$ cat src/rtl/intc_pkg.sv
package intc_pkg;
  localparam int ADDR_W = 8;
  localparam int DATA_W = 32;
  localparam int BE_W   = DATA_W / 8;

  localparam logic [ADDR_W-1:0] A_WIN_IRQ  = 8'h00;
  localparam logic [ADDR_W-1:0] A_WIN_FIQ  = 8'h04;
  localparam logic [ADDR_W-1:0] A_PRIO_IRQ = 8'h20;
  localparam logic [ADDR_W-1:0] A_PRIO_FIQ = 8'h24;

  typedef enum logic [2:0] {
    RD_NONE, RD_WIN_IRQ, RD_WIN_FIQ, RD_PRIO_IRQ, RD_PRIO_FIQ, RD_CTL, RD_STAT
  } rdSel_e;

  typedef struct packed {
    rdSel_e            rdSel;
    logic              winRdIrq;
    logic              winRdFiq;
    logic              prioWrIrq;
    logic              prioWrFiq;
    logic              ctlWr;
    logic              statWr;
    logic [3:0]        wordIdx;
    logic [BE_W-1:0]   be;
    logic [DATA_W-1:0] wdata;
  } strobe_t;
endpackage

$ cat src/rtl/intc_ctrl.sv
module intc_ctrl
  import intc_pkg::*;
(
  input  logic [ADDR_W-1:0] busAddr,
  input  logic              busWr,
  input  logic              busRd,
  input  logic [BE_W-1:0]   busBe,
  input  logic [DATA_W-1:0] busWdata,
  output strobe_t           strb
);
  logic aligned, inCtl, inStat;

  always_comb begin
    aligned = (busAddr[1:0] == 2'b00);
    inCtl   = aligned && (busAddr[7:6] == 2'b01);
    inStat  = aligned && (busAddr[7:3] == 5'b10000);

    strb           = '0;
    strb.wordIdx   = busAddr[5:2];
    strb.be        = busBe;
    strb.wdata     = busWdata;
    strb.ctlWr     = busWr && inCtl;
    strb.statWr    = busWr && inStat;
    strb.prioWrIrq = busWr && (busAddr == A_PRIO_IRQ);
    strb.prioWrFiq = busWr && (busAddr == A_PRIO_FIQ);
    strb.winRdIrq  = busRd && (busAddr == A_WIN_IRQ);
    strb.winRdFiq  = busRd && (busAddr == A_WIN_FIQ);
    strb.rdSel     = RD_NONE;
    if (busRd) begin
      if (inCtl)       strb.rdSel = RD_CTL;
      else if (inStat) strb.rdSel = RD_STAT;
      else begin
        case (busAddr)
          A_WIN_IRQ:  strb.rdSel = RD_WIN_IRQ;
          A_WIN_FIQ:  strb.rdSel = RD_WIN_FIQ;
          A_PRIO_IRQ: strb.rdSel = RD_PRIO_IRQ;
          A_PRIO_FIQ: strb.rdSel = RD_PRIO_FIQ;
          default:    strb.rdSel = RD_NONE;
        endcase
      end
    end
  end
endmodule

$ cat src/rtl/intc_arb.sv
module intc_arb #(
  parameter int NUM_SRC = 64,
  localparam int IDW = $clog2(NUM_SRC)
) (
  input  logic               clk,
  input  logic               rstN,
  input  logic [NUM_SRC-1:0] cand,
  input  logic               prioWr,
  input  logic               prioBe,
  input  logic [6:0]         prioWdata,
  input  logic               winRd,
  output logic [IDW-1:0]     win,
  output logic               rotOn,
  output logic [IDW-1:0]     ptr
);
  localparam logic [IDW-1:0] IDLE = IDW'(NUM_SRC - 1);

  logic [NUM_SRC-1:0] aboveMask, masked;

  function automatic logic [IDW-1:0] lowestSet(input logic [NUM_SRC-1:0] v);
    logic [IDW-1:0] r;
    r = IDLE;
    for (int i = NUM_SRC - 1; i >= 0; i--)
      if (v[i]) r = IDW'(i);
    return r;
  endfunction

  for (genvar i = 0; i < NUM_SRC; i++) begin : g_mask
    assign aboveMask[i] = (IDW'(i) >= ptr);
  end

  assign masked = cand & aboveMask;
  assign win    = (rotOn && (|masked)) ? lowestSet(masked) : lowestSet(cand);

  always_ff @(posedge clk or negedge rstN) begin
    if (!rstN) begin
      rotOn <= 1'b0;
      ptr   <= '0;
    end else if (prioWr) begin
      if (prioBe) begin
        rotOn <= prioWdata[6];
        ptr   <= prioWdata[IDW-1:0];
      end
    end else if (winRd && rotOn && (|cand)) begin
      ptr <= (win == IDLE) ? '0 : win + 1'b1;
    end
  end
endmodule

$ cat src/rtl/intc_dp.sv
module intc_dp
  import intc_pkg::*;
#(
  parameter int NUM_SRC = 64,
  parameter int NUM_AUX = 6,
  localparam int IDW = $clog2(NUM_SRC)
) (
  input  logic               clk,
  input  logic               rstN,
  input  strobe_t            strb,
  input  logic [NUM_SRC-1:0] srcIn,
  output logic               irqOut,
  output logic               fiqOut,
  output logic [NUM_AUX-1:0] auxOut,
  output logic [DATA_W-1:0]  rdData,
  output logic [NUM_SRC-1:0] latchVec,
  output logic [NUM_SRC-1:0] irqCand,
  output logic [NUM_SRC-1:0] fiqCand,
  output logic [IDW-1:0]     irqWin,
  output logic [IDW-1:0]     fiqWin,
  output logic               rotIrq,
  output logic [IDW-1:0]     ptrIrq
);
  logic [NUM_SRC-1:0]              prevIn, pending;
  logic [63:0]                     pendPad;
  logic [63:0][7:0]                ctlPad;
  logic [NUM_AUX-1:0][NUM_SRC-1:0] auxCand;
  logic                            rotFiq;
  logic [IDW-1:0]                  ptrFiq;
  logic [DATA_W-1:0]               rdNext;

  always_ff @(posedge clk or negedge rstN) begin
    if (!rstN) prevIn <= '0;
    else       prevIn <= srcIn;
  end

  for (genvar n = 0; n < NUM_SRC; n++) begin : g_src
    localparam int WRD = n / BE_W;
    localparam int LN  = n % BE_W;
    localparam int SW  = n / DATA_W;
    localparam int SB  = n % DATA_W;
    logic       enR, edgeHit, clrHit, live;
    logic [1:0] trigR;
    logic [2:0] destR;
    logic       latchR;

    always_ff @(posedge clk or negedge rstN) begin
      if (!rstN) begin
        enR   <= 1'b0;
        trigR <= 2'b00;
        destR <= 3'd0;
      end else if (strb.ctlWr && (strb.wordIdx == 4'(WRD)) && strb.be[LN]) begin
        enR   <= strb.wdata[8*LN+3];
        trigR <= strb.wdata[8*LN+5 +: 2];
        destR <= strb.wdata[8*LN +: 3];
      end
    end

    assign edgeHit = (trigR[0] & srcIn[n] & ~prevIn[n]) |
                     (trigR[1] & ~srcIn[n] & prevIn[n]);
    assign clrHit  = strb.statWr && (strb.wordIdx[0] == 1'(SW)) &&
                     strb.be[SB/8] && strb.wdata[SB];

    always_ff @(posedge clk or negedge rstN) begin
      if (!rstN)           latchR <= 1'b0;
      else if (~|trigR)    latchR <= 1'b0;
      else if (edgeHit)    latchR <= 1'b1;
      else if (clrHit)     latchR <= 1'b0;
    end

    assign latchVec[n] = latchR;
    assign pending[n]  = (|trigR) ? latchR : srcIn[n];
    assign live        = pending[n] & enR;
    assign irqCand[n]  = live && (destR == 3'd0);
    assign fiqCand[n]  = live && (destR == 3'd1);
    assign ctlPad[n]   = {1'b0, trigR, 1'b0, enR, destR};
    for (genvar a = 0; a < NUM_AUX; a++) begin : g_aux
      assign auxCand[a][n] = live && (destR == 3'(a + 2));
    end
  end

  for (genvar n = NUM_SRC; n < 64; n++) begin : g_pad
    assign ctlPad[n] = 8'h00;
  end

  assign pendPad = 64'(pending);

  for (genvar a = 0; a < NUM_AUX; a++) begin : g_auxOut
    assign auxOut[a] = |auxCand[a];
  end
  assign irqOut = |irqCand;
  assign fiqOut = |fiqCand;

  intc_arb #(.NUM_SRC(NUM_SRC)) u_arbIrq (
    .clk(clk), .rstN(rstN), .cand(irqCand),
    .prioWr(strb.prioWrIrq), .prioBe(strb.be[0]), .prioWdata(strb.wdata[6:0]),
    .winRd(strb.winRdIrq), .win(irqWin), .rotOn(rotIrq), .ptr(ptrIrq)
  );

  intc_arb #(.NUM_SRC(NUM_SRC)) u_arbFiq (
    .clk(clk), .rstN(rstN), .cand(fiqCand),
    .prioWr(strb.prioWrFiq), .prioBe(strb.be[0]), .prioWdata(strb.wdata[6:0]),
    .winRd(strb.winRdFiq), .win(fiqWin), .rotOn(rotFiq), .ptr(ptrFiq)
  );

  always_comb begin
    case (strb.rdSel)
      RD_WIN_IRQ:  rdNext = DATA_W'(irqWin);
      RD_WIN_FIQ:  rdNext = DATA_W'(fiqWin);
      RD_PRIO_IRQ: rdNext = DATA_W'({rotIrq, 6'(ptrIrq)});
      RD_PRIO_FIQ: rdNext = DATA_W'({rotFiq, 6'(ptrFiq)});
      RD_CTL:      rdNext = ctlPad[{strb.wordIdx, 2'b00} +: 4];
      RD_STAT:     rdNext = strb.wordIdx[0] ? pendPad[63:32] : pendPad[31:0];
      default:     rdNext = '0;
    endcase
  end

  always_ff @(posedge clk or negedge rstN) begin
    if (!rstN) rdData <= '0;
    else       rdData <= rdNext;
  end
endmodule

$ cat src/rtl/vec_intc.sv
module vec_intc
  import intc_pkg::*;
#(
  parameter int NUM_SRC = 64,
  parameter int NUM_AUX = 6,
  localparam int IDW = $clog2(NUM_SRC)
) (
  input  logic               clk,
  input  logic               rstN,
  input  logic [ADDR_W-1:0]  busAddr,
  input  logic               busWr,
  input  logic               busRd,
  input  logic [BE_W-1:0]    busBe,
  input  logic [DATA_W-1:0]  busWdata,
  output logic [DATA_W-1:0]  busRdata,
  input  logic [NUM_SRC-1:0] srcIn,
  output logic               irqOut,
  output logic               fiqOut,
  output logic [NUM_AUX-1:0] auxOut
);
  strobe_t            strb;
  logic [NUM_SRC-1:0] latchVec, irqCand, fiqCand;
  logic [IDW-1:0]     irqWin, fiqWin, ptrIrq;
  logic               rotIrq;

  intc_ctrl u_ctrl (
    .busAddr(busAddr), .busWr(busWr), .busRd(busRd),
    .busBe(busBe), .busWdata(busWdata), .strb(strb)
  );

  intc_dp #(.NUM_SRC(NUM_SRC), .NUM_AUX(NUM_AUX)) u_dp (
    .clk(clk), .rstN(rstN), .strb(strb), .srcIn(srcIn),
    .irqOut(irqOut), .fiqOut(fiqOut), .auxOut(auxOut), .rdData(busRdata),
    .latchVec(latchVec), .irqCand(irqCand), .fiqCand(fiqCand),
    .irqWin(irqWin), .fiqWin(fiqWin), .rotIrq(rotIrq), .ptrIrq(ptrIrq)
  );
endmodule

$ cat config.mk
export PLATFORM = sky130hd
export DESIGN_NAME = vec_intc
export DESIGN_NICKNAME = d
export VERILOG_FILES = /design/src/rtl/intc_pkg.sv /design/src/rtl/intc_ctrl.sv /design/src/rtl/intc_arb.sv /design/src/rtl/intc_dp.sv /design/src/rtl/vec_intc.sv
export SDC_FILE = /design/constraint.sdc
export NUM_CORES = 2
export LEC_CHECK = 0
export BUFFER_PORTS_ARGS = -buffer_cell sky130_fd_sc_hd__buf_2
export CAP_MARGIN = 0
export CORE_MARGIN = 4
export CORE_UTILIZATION = 45
export CTS_CLUSTER_DIAMETER = 200
export DETAILED_ROUTE_END_ITERATION = 8
export GPL_ROUTABILITY_DRIVEN = 1
export MAX_ROUTING_LAYER = met4
export PLACE_DENSITY = 0.65
export SLEW_MARGIN = 10
export SYNTH_ARGS = -nofsm -noshare
export SYNTH_HDL_FRONTEND = slang
export SYNTH_SLANG_ARGS = --single-unit
$ cat constraint.sdc
create_clock -name clk -period 4.4 [get_ports clk]
set_input_delay 0.66 -clock clk [delete_from_list [all_inputs] [get_ports clk]]
set_output_delay 0.66 -clock clk [all_outputs]
set_load 0.05 [all_outputs]
==> run summary <==
### Status
• **status** finished with violations
• **failing checks** setup timing

### Final layout
• **cell area after layout** 0.0483 sq mm
• **area overhead of the layout relative to synthesis** 24.1%
• **Finished Core Util** 56.5%
• **fraction of layout instances using a drive strength above 1** 34.5%
• **Total Nets Final** 4,829

### Timing
• **headroom to the max-slew limit** 19.0%
• **fin worst setup slack** -0.0681 ns
• **min Tclk post-route** 4.47 ns
• **Clock Skew** 0.0379 ns
• **number of slew-limit violations in the final report** 0
• **Finish-stage setup viols** 5
• **final worst-path cycle share** 102%
• **highest achievable clock rate** 224 MHz
• **RSZ-0062 raised after global routing** true
• **slew at the pin with the worst max-slew slack** 1.21 ns
• **aggregate negative setup slack** -0.152 ns
• **worst-case hold slack** 0.0935 ns
• **final-report hold violation count** 0

### Routing
• **number of nets with antenna violations after routing** 0
• **detailed-route via count** 42,900
• **DRC** 0
• **routed length per instance** 40.2 um
• **drt first-iter violations** 7,343
• **post-detailed-route via-to-cell ratio** 7.20
• **first drt pass iteration count** 6
• **Post-Route WL** 239 mm

### Logic synthesis
• **leading cell types by total area after synthesis** dfrtp_1 36%, mux2_2 12%, mux4_2 6.9%, o21ai_0 3.9%, nand2_1 3.8%
• **dominant cell by count in the synthesized netlist** dfrtp_1
• **Post-synth EDFFs** 0
• **Avg Cell Area, Syn** 9.67 sq um
• **Synth Warn #** 0
• **flip-flop and latch count after synthesis** 558
• **synth unique cells** 119
• **Mapped Area** 0.0389 sq mm
• **cell count after synthesis** 4,024
• **fraction of registers with async set or reset after synthesis** 100%
• **nets in the synthesized netlist** 4,138
• **register area share after synthesis** 35.9%
• **area share of the largest cell type after synthesis** 35.9%
• **library cell with the largest summed area after synthesis** dfrtp_1
• **list of most frequent post-synthesis cells** 558 x dfrtp_1, 409 x mux2_2, 395 x nand2_1
• **commonest register cell after synthesis** dfrtp_1

### Floorplanning
• **area inside the core boundary** 0.0854 sq mm
• **starting utilization of the core area** 45.5%
• **row count** 107
• **overall die width** 302 um
• **area enclosed by the die boundary** 0.0912 sq mm
• **Chip Height** 302 um
• **I/O Pins** 152

### Worst setup path
• **type of element capturing the critical path** primary output
• **Req. time, crit path** 3.74 ns
• **WS Path Type** reg2out
• **maximum fanout along the worst path** 6
• **critical path launch point type** flip-flop
• **Worst R2R Path Depth** 13
• **arrival time worst endpoint** 3.81 ns

### Placement
• **post-place instance area** 0.0455 sq mm
• **final HPWL from detailed placement** 192 mm
• **weighted congestion reported at the end of routability-driven placement** 1.16
• **number of buffers inserted by port buffering** 151

### Global route
• **total global routing track utilization** 52.8%
• **global-route wire length before repair** 326 mm
• **maximum number of pins on one net before global-route repair** 129
• **antenna violations before repair** 28
• **global route total overflow** 0
• **number of global-route vias before repair** 41,000

### Clocking
• **number of buffers on the longest clock path** 3
• **clock latency on the worst-skew pair** 0.71 ns
• **Clock Sink Count** 558
• **clock slew seen by the registers of the worst setup and hold paths** 0.06 ns
• **H-tree level count** 2
• **CTS Buf Count** 59
• **clock root buffer master** clkbuf_16
• **TritonCTS clock tree** yes

### Power
• **total power density per cell area** 265 mW/mm^2
• **leakage dissipation** 22.0 nW
• **peak ir drop on the vdd network** 0.415 mV
• **Final Total Pwr** 0.0128 W

### Worst hold path
• **class of the worst hold path** in2reg
• **worst hold stages** 1

### Run
• **max cap viols** 0

-- flip-flops by register name, summed over array words and instances (netlist names) --
name                 cells
u_dp.g_src.trigR       128
u_dp.g_src.latchR       64
u_dp.rdData             32
u_dp.u_arbIrq.rotOn      1
u_dp.g_src.enR          64
u_dp.u_arbFiq.rotOn      1
u_dp.g_src.destR       192
u_dp.u_arbIrq.ptr        6
u_dp.u_arbFiq.ptr        6
u_dp.prevIn             64
-- cell usage in the layout (no fill, tap or decap), types with 38 or more instances in the layout --
cell / count
nand4bb_1: 40
buf_4: 641
nor3_1: 102
nor3b_1: 54
a211oi_1: 51
nor2b_1: 151
nand4_1: 47
nand3_1: 99
buf_2: 144
inv_1: 114
and3_1: 45
nand2_1: 391
a21boi_0: 88
mux2_2: 409
mux4_2: 119
nor2_1: 212
clkbuf_16: 59
nand2b_1: 38
o21ai_0: 291
diode_2: 45
dfrtp_1: 547
a21oi_1: 166
o211ai_1: 83
o22ai_1: 39
-- layer usage --
| layer | global-route usage (%) | share of wire, % |
|---|---|---|
| met4 | 38.1 | 9.9 |
| met3 | 16.7 | 13 |
| met2 | 75.7 | 42 |
| met1 | 62.6 | 36 |
| met5 | - | 0 |
-- final cells by class --
type | instances | area [sq um]
inverters | 114 | 428
flip-flops and latches | 558 | 14000
diodes | 45 | 113
repair buffers | 813 | 6040
fillers | 7391 | 37200
clock buffers | 80 | 1650
well taps | 1144 | 1430
multi-input cells | 3169 | 24200
clock inverters | 29 | 397
-- where the power goes --
part           internal, W  total (W)  switching (W)  leakage, nW
combinational     0.000712    0.00189        0.00118         13.4
sequential         0.00527    0.00548       0.000214         7.59
clock              0.00305    0.00539        0.00235        0.998
-- cell families (layout without fill, tap and decap cells) --
group                      count (synthesis)  in the layout  synth area share [%]
and+or+nand+nor                         1419           1419                  19.7
AOI/OAI and AO/OA                       1205           1205                  22.0
DFF                                      558            558                  35.9
muxes                                    538            538                  19.0
buffers and inverters                    297           1036                  3.13
xor gates and xnor gates                   5              5                 0.113
adders and majority gates                  2              2                0.0643
other                                      0             45                     0
-- path summary, 6_finish.rpt --
check | from | end | slack [ns]
hold reg to reg | u_dp.g_src[33].destR[1]$_DFFE_PN0P_ | u_dp.g_src[33].destR[1]$_DFFE_PN0P_ | 0.58
max in group asynchronous | rstN | u_dp.g_src[33].trigR[0]$_DFFE_PN0P_ | 2.56
hold / removal | srcIn[39] | u_dp.prevIn[39]$_DFF_PN0_ | 0.09
setup reg to reg | u_dp.g_src[53].trigR[0]$_DFFE_PN0P_ | u_dp.u_arbIrq.ptr[5]$_DFFE_PN0P_ | 0.11
min in group asynchronous | rstN | u_dp.g_src[59].trigR[1]$_DFFE_PN0P_ | 0.53
setup / recovery | u_dp.g_src[12].trigR[1]$_DFFE_PN0P_ | auxOut[5] | -0.07
-- timing repair --
action,CTS,global route
endpoints found under the hold margin,65,0
pin swaps,20,16
hold buffers,1,0
setup endpoints to repair,7,19
resized for setup,52,48
buffers inserted,16,9
-- critical path: stages (launching register included) --
cell and delay (ns):
dfrtp_1 0.43, nor2_1 0.16, mux2_2 0.36, and3_1 0.32, and3_1 0.27, a31oi_1 0.42
o221ai_2 0.29, nor4_1 0.34, nand4_1 0.26, buf_6 0.25
-- stage by stage --
stage                     cells  worst slack, ns
after floorplan            4024            0.464
after global placement     5773          -0.0657
after detailed placement   5773           -0.180
after CTS                  5899         -0.00490
after global routing       5941          -0.0576
final                      5952          -0.0681
(Power assumes the default switching activity.)
